<file path="src/rtl/fbu_pkg.sv">
package fbu_pkg;

    localparam int WORD_W  = 32;
    localparam int CHAN_W  = 8;
    localparam int POS_W   = 5;

    typedef enum logic [2:0] {
        DEPTH_1   = 3'd0,
        DEPTH_2   = 3'd1,
        DEPTH_4   = 3'd2,
        DEPTH_8   = 3'd3,
        DEPTH_16  = 3'd4,
        DEPTH_32  = 3'd5,
        DEPTH_565 = 3'd6,
        DEPTH_12  = 3'd7
    } depth_e;

    typedef enum logic [2:0] {
        FMT_INDEX,
        FMT_5551,
        FMT_565,
        FMT_444,
        FMT_888
    } fmt_e;

    typedef struct packed {
        depth_e     depth;
        logic       swap_rb;
        logic       be_byte;
        logic       be_pix;
        logic [1:0] mux;
    } cfg_t;

    typedef struct packed {
        logic              is_index;
        logic [CHAN_W-1:0] index;
        logic [CHAN_W-1:0] r;
        logic [CHAN_W-1:0] g;
        logic [CHAN_W-1:0] b;
    } pix_t;

    function automatic logic [5:0] slot_width(depth_e d);
        case (d)
            DEPTH_1:  return 6'd1;
            DEPTH_2:  return 6'd2;
            DEPTH_4:  return 6'd4;
            DEPTH_8:  return 6'd8;
            DEPTH_32: return 6'd32;
            default:  return 6'd16;
        endcase
    endfunction

    function automatic logic [5:0] pix_per_word(depth_e d);
        case (d)
            DEPTH_1:  return 6'd32;
            DEPTH_2:  return 6'd16;
            DEPTH_4:  return 6'd8;
            DEPTH_8:  return 6'd4;
            DEPTH_32: return 6'd1;
            default:  return 6'd2;
        endcase
    endfunction

    function automatic logic [CHAN_W-1:0] widen5(logic [4:0] v);
        return {v, 3'b000};
    endfunction

    function automatic logic [CHAN_W-1:0] widen6(logic [5:0] v);
        return {v, 2'b00};
    endfunction

    function automatic logic [CHAN_W-1:0] widen4(logic [3:0] v);
        return {v, 4'b0000};
    endfunction

endpackage

</file>
<file path="src/rtl/fbu_line_bytes.sv">
module fbu_line_bytes
    import fbu_pkg::*;
#(
    parameter int COL_W = 12
) (
    input  depth_e           depth,
    input  logic [COL_W-1:0] cols,
    output logic [COL_W+1:0] bytes
);
    localparam int OUT_W = COL_W + 2;

    logic [OUT_W-1:0] cols_x;
    assign cols_x = OUT_W'(cols);

    always_comb begin
        case (depth)
            DEPTH_1:  bytes = cols_x >> 3;
            DEPTH_2:  bytes = cols_x >> 2;
            DEPTH_4:  bytes = cols_x >> 1;
            DEPTH_8:  bytes = cols_x;
            DEPTH_32: bytes = cols_x << 2;
            default:  bytes = cols_x << 1;
        endcase
    end
endmodule

</file>
<file path="src/rtl/fbu_byte_order.sv">
module fbu_byte_order
    import fbu_pkg::*;
(
    input  logic [WORD_W-1:0] word_in,
    input  logic              reverse,
    output logic [WORD_W-1:0] word_out
);
    localparam int NBYTES = WORD_W / 8;

    logic [WORD_W-1:0] flipped;

    genvar gi;
    generate
        for (gi = 0; gi < NBYTES; gi++) begin : g_lane
            assign flipped[gi*8 +: 8] = word_in[(NBYTES-1-gi)*8 +: 8];
        end
    endgenerate

    assign word_out = reverse ? flipped : word_in;
endmodule

</file>
<file path="src/rtl/fbu_pix_select.sv">
module fbu_pix_select
    import fbu_pkg::*;
(
    input  logic [WORD_W-1:0] word,
    input  depth_e            depth,
    input  logic              be_pix,
    input  logic              be_byte,
    input  logic [POS_W-1:0]  pos,
    output logic [WORD_W-1:0] raw
);
    logic [5:0]        width;
    logic [9:0]        lin_off;
    logic [9:0]        off;
    logic [32:0]       one_sh;
    logic [WORD_W-1:0] mask;
    logic              sub_byte;

    assign width    = slot_width(depth);
    assign lin_off  = 10'(pos) * 10'(width);
    assign sub_byte = (width < 6'd8);

    always_comb begin
        if (sub_byte && be_pix && !be_byte)
            off = {lin_off[9:3], 3'b000} + (10'd8 - 10'(width) - {7'd0, lin_off[2:0]});
        else
            off = lin_off;
    end

    assign one_sh = 33'd1 << width;
    assign mask   = one_sh[WORD_W-1:0] - 32'd1;
    assign raw    = (word >> off[4:0]) & mask;
endmodule

</file>
<file path="src/rtl/fbu_color_decode.sv">
module fbu_color_decode
    import fbu_pkg::*;
#(
    parameter bit NATIVE_565 = 1'b0
) (
    input  logic [WORD_W-1:0] raw,
    input  cfg_t              cfg,
    output pix_t              pix
);
    fmt_e              fmt;
    logic              swap;
    logic [CHAN_W-1:0] ch_lo;
    logic [CHAN_W-1:0] ch_mid;
    logic [CHAN_W-1:0] ch_hi;

    always_comb begin
        swap = cfg.swap_rb;
        case (cfg.depth)
            DEPTH_1, DEPTH_2, DEPTH_4, DEPTH_8: fmt = FMT_INDEX;
            DEPTH_32:  fmt = FMT_888;
            DEPTH_565: fmt = FMT_565;
            DEPTH_12:  fmt = FMT_444;
            default: begin
                if (NATIVE_565) begin
                    fmt = FMT_5551;
                end else begin
                    case (cfg.mux)
                        2'd1:    fmt = FMT_5551;
                        2'd3: begin
                            fmt  = FMT_565;
                            swap = 1'b1;
                        end
                        default: fmt = FMT_565;
                    endcase
                end
            end
        endcase
    end

    always_comb begin
        case (fmt)
            FMT_5551: begin
                ch_lo  = widen5(raw[4:0]);
                ch_mid = widen5(raw[9:5]);
                ch_hi  = widen5(raw[14:10]);
            end
            FMT_565: begin
                ch_lo  = widen5(raw[4:0]);
                ch_mid = widen6(raw[10:5]);
                ch_hi  = widen5(raw[15:11]);
            end
            FMT_444: begin
                ch_lo  = widen4(raw[3:0]);
                ch_mid = widen4(raw[7:4]);
                ch_hi  = widen4(raw[11:8]);
            end
            FMT_888: begin
                ch_lo  = raw[7:0];
                ch_mid = raw[15:8];
                ch_hi  = raw[23:16];
            end
            default: begin
                ch_lo  = '0;
                ch_mid = '0;
                ch_hi  = '0;
            end
        endcase
    end

    always_comb begin
        pix          = '0;
        pix.is_index = (fmt == FMT_INDEX);
        if (fmt == FMT_INDEX) begin
            pix.index = raw[CHAN_W-1:0];
        end else begin
            pix.g = ch_mid;
            pix.r = swap ? ch_hi : ch_lo;
            pix.b = swap ? ch_lo : ch_hi;
        end
    end
endmodule

</file>
<file path="src/rtl/fb_unpack.sv">
module fb_unpack
    import fbu_pkg::*;
#(
    parameter int COL_W      = 12,
    parameter bit NATIVE_565 = 1'b0
) (
    input  logic             clk,
    input  logic             rst,
    input  logic [2:0]       cfg_depth,
    input  logic             cfg_swap_rb,
    input  logic             cfg_be_byte,
    input  logic             cfg_be_pix,
    input  logic [1:0]       mux_sel,
    input  logic [COL_W-1:0] cfg_cols,
    output logic [COL_W+1:0] bytes_per_line,
    input  logic             in_valid,
    output logic             in_ready,
    input  logic [31:0]      in_word,
    output logic             out_valid,
    input  logic             out_ready,
    output logic             out_is_index,
    output logic [7:0]       out_index,
    output logic [7:0]       out_r,
    output logic [7:0]       out_g,
    output logic [7:0]       out_b
);
    cfg_t              cfg_in;
    cfg_t              cfg_q;
    logic [WORD_W-1:0] ordered_word;
    logic [WORD_W-1:0] word_q;
    logic              full_q;
    logic [POS_W-1:0]  pos_q;
    logic              accept;
    logic              last_pix;
    logic [5:0]        ppw;
    logic [WORD_W-1:0] raw;
    pix_t              pix;

    assign cfg_in = '{depth:   depth_e'(cfg_depth),
                      swap_rb: cfg_swap_rb,
                      be_byte: cfg_be_byte,
                      be_pix:  cfg_be_pix,
                      mux:     mux_sel};

    fbu_line_bytes #(.COL_W(COL_W)) u_line (
        .depth (depth_e'(cfg_depth)),
        .cols  (cfg_cols),
        .bytes (bytes_per_line)
    );

    fbu_byte_order u_order (
        .word_in  (in_word),
        .reverse  (cfg_be_byte),
        .word_out (ordered_word)
    );

    assign in_ready = !full_q;
    assign accept   = in_valid && !full_q;
    assign ppw      = pix_per_word(cfg_q.depth);
    assign last_pix = ({1'b0, pos_q} == ppw - 6'd1);

    always_ff @(posedge clk) begin
        if (rst) begin
            full_q <= 1'b0;
            pos_q  <= '0;
            word_q <= '0;
            cfg_q  <= '0;
        end else if (accept) begin
            full_q <= 1'b1;
            pos_q  <= '0;
            word_q <= ordered_word;
            cfg_q  <= cfg_in;
        end else if (full_q && out_ready) begin
            if (last_pix) begin
                full_q <= 1'b0;
                pos_q  <= '0;
            end else begin
                pos_q  <= pos_q + 1'b1;
            end
        end
    end

    fbu_pix_select u_select (
        .word    (word_q),
        .depth   (cfg_q.depth),
        .be_pix  (cfg_q.be_pix),
        .be_byte (cfg_q.be_byte),
        .pos     (pos_q),
        .raw     (raw)
    );

    fbu_color_decode #(.NATIVE_565(NATIVE_565)) u_decode (
        .raw (raw),
        .cfg (cfg_q),
        .pix (pix)
    );

    assign out_valid    = full_q;
    assign out_is_index = pix.is_index;
    assign out_index    = pix.index;
    assign out_r        = pix.r;
    assign out_g        = pix.g;
    assign out_b        = pix.b;
endmodule

</file>
<file path="config.mk">
export PLATFORM = sky130hd
export DESIGN_NAME = fb_unpack
export DESIGN_NICKNAME = d
export VERILOG_FILES = /design/src/rtl/fbu_pkg.sv /design/src/rtl/fbu_line_bytes.sv /design/src/rtl/fbu_byte_order.sv /design/src/rtl/fbu_pix_select.sv /design/src/rtl/fbu_color_decode.sv /design/src/rtl/fb_unpack.sv
export SDC_FILE = /design/constraint.sdc
export NUM_CORES = 1
export LEC_CHECK = 0
export CAP_MARGIN = 10
export CORE_MARGIN = 10
export CORE_UTILIZATION = 40
export DETAILED_ROUTE_END_ITERATION = 10
export DONT_BUFFER_PORTS = 1
export PLACE_DENSITY_LB_ADDON = 0.05
export SYNTH_ARGS = -nofsm -noshare
export SYNTH_HDL_FRONTEND = slang
export SYNTH_HIERARCHICAL = 1
export SYNTH_SLANG_ARGS = --single-unit
</file>
<file path="constraint.sdc">
create_clock -name clk -period 6.6 [get_ports clk]
set_input_delay 0.33 -clock clk [delete_from_list [all_inputs] [get_ports clk]]
set_output_delay 0.33 -clock clk [all_outputs]
set_load 0.03 [all_outputs]
</file>
==> reports/metrics.yaml <==
drt:
  routed_wl_mm: 22.8
  remaining_drc_errors: 0
  antenna_left: 0
  post_drt_wl_per_cell_um: 20.8
  vias: 6732
  viasPerCell: 6.14
  first_pass_iters: 5
  drt_iter0_drc: 451
global_route:
  grt_pass1_wl_mm: 36.2
  grt_pass1_vias: 6488
  grt_overflow: 0
  grt_start_max_net_pins: 47
  grt.total_usage_pct: 19.6
  antenna_found_initial: 0
clock_network:
  postCtsHoldBufs: 0
  cts_root_buf: "clkbuf_16"
  h-tree-depth: 2
  cts_buffers: 5
  cts_num_sinks: 46
  clk-insertion-delay-late_ns: 0.29
  path_clk_slew_ns: 0.06
  cts_tree: "built"
  cts_buffer_depth: 2
critical_path:
  path_class: "reg -> out"
  cp.required_ns: 6.27
  cp-start-kind: "flip-flop"
  cp_data_arrival_time_ns: 6.00
  end_kind: "output port"
  cp_max_fo: 6
place:
  hpwl_mm: 17.3
  place.gp.congestion: 0.959
  port_buffers: 0
pwr:
  p_per_area_mw_per_mm2: 137
  power.total_mw: 1.00
  vdd_drop_max_mv: 0.0915
  leakagePower_nw: 2.86
hold_path:
  hold_class: "in -> reg"
die:
  row_count: 47
  fp.dieH_um: 150
  coreArea_sq_mm: 0.0166
  dieArea_sq_mm: 0.0225
  io_pins: 105
  die_w_um: 150
  initial_utilization_pct: 40.8
timing:
  tightest_slew_ns: 0.994
  fin_crit_sh_pct: 96.0
  slew_violations: 0
  setup_violations: 0
  hold_viol: 0
  fin_crit_ns: 6.33
  fmax_mhz: 158
  maxSlewHeadroom_pct: 33.4
  rsz0062_at_grt: "true"
  skew_ns: 0.00475
  setup_tns_ns: 0
final_layout:
  fillCellCount: 1724
  diodes: 0
  syn2layout_area_growth_pct: 8.34
  finalNetCount: 949
  drive_gt1_share_pct: 20.9
  fin_util_pct: 44.2
outcome:
  status: "finished clean"
yosys:
  syn_avg_cell_area_sq_um: 7.64
  synth_fp_nets: 960
  syn_area_sq_mm: 0.00677
  syn_inst: 886
  synth_warnings: 6
flow_run:
  drv_cap: 0
[per-layer routing]
| metal | track usage, % | routed length, um |
|---|---|---|
| met3 | 3.71 | 1640 |
| met5 | 0 | 0 |
| met1 | 26.6 | 10500 |
| met4 | 3.94 | 191 |
| met2 | 31.6 | 10400 |
[flip-flops by register name (all words and copies together) (netlist names)]
| signal | flops |
|---|---|
| word_q | 32 |
| pos_q | 5 |
| cfg_q | 8 |
| out_valid | 1 |
[cell type report]
type | count | area [sq um] | share of cell area, %
clock inverters | 3 | 21.3 | 0.290
well taps | 220 | 275 | 3.75
clock buffers | 5 | 125 | 1.71
flip-flops and latches | 46 | 922 | 12.6
repair buffers | 59 | 467 | 6.37
multi-input cells | 740 | 5430 | 74.1
inverters | 23 | 86.3 | 1.18
[final timing paths]
path              startpoint        end  slack, ns  cells after the start
hold / removal           rst   cfg_q[0]       0.11                      1
setup / recovery    cfg_q[5]   out_r[6]       0.27                     22
setup reg to reg    cfg_q[7]   pos_q[2]       3.71                      7
hold reg to reg    word_q[0]  word_q[0]       0.47                      2
[layout by cell type, fill, tap and decap left out, drive strengths merged, types with 8 or more instances in the layout]
cell type and n:
a211oi 44, a21oi 71, a221oi 12, a22oi 12, a311oi 8, and2 18, and3 11, buf 59
dfxtp 46, ha 14, inv 22, mux2 51, mux2i 45, nand2 153, nand2b 28, nand3 26
nor2 44, nor2b 20, nor3 10, o21ai 30, o221a 9, o22ai 17, xnor2 10, xor2 9
[critical path, cell delays in order, from the launching register on]
cell and delay [ns]:
dfxtp_1 0.32, nor2b_2 0.16, nor2b_2 0.15, and2_1 0.16, ha_1 0.27, ha_1 0.32
fa_1 0.55, inv_1 0.05, fa_2 0.56, fa_1 0.46, fa_1 0.44, xor2_1 0.16
o32ai_2 0.31, xnor2_2 0.20, xor2_2 0.13, buf_6 0.16, or4_4 0.55, o21ai_4 0.10
mux2i_1 0.10, nor2_1 0.09, a221oi_1 0.08, o22ai_1 0.20, buf_4 0.20
[stage by stage]
step | cell area [sq um] | std cells | worst slack, ns | hold WS [ns]
2_1_floorplan | 6780 | 886 | -0.131 | 0.436
3_3_place_gp | 7010 | 1081 | 0.180 | 0.407
3_5_place_dp | 7010 | 1081 | -0.0149 | 0.406
4_1_cts | 7200 | 1092 | 0.0251 | 0.104
5_1_grt | 7330 | 1096 | -0.0447 | 0.101
6_report | 7330 | 1096 | 0.266 | 0.114
[power breakdown]
part	internal, mW	switching (mW)	leakage (nW)
combinational	0.174	0.261	2.41
clock	0.140	0.106	0.0698
sequential	0.294	0.0289	0.377
total	0.608	0.395	2.86
[timing repair]
item,in CTS,in global routing
buffers inserted,3,2
setup endpoints to repair,12,21
cloned,0,1
pin swaps,1,5
resized for setup,4,19
No activity file was read; power rests on OpenSTA's default activity.
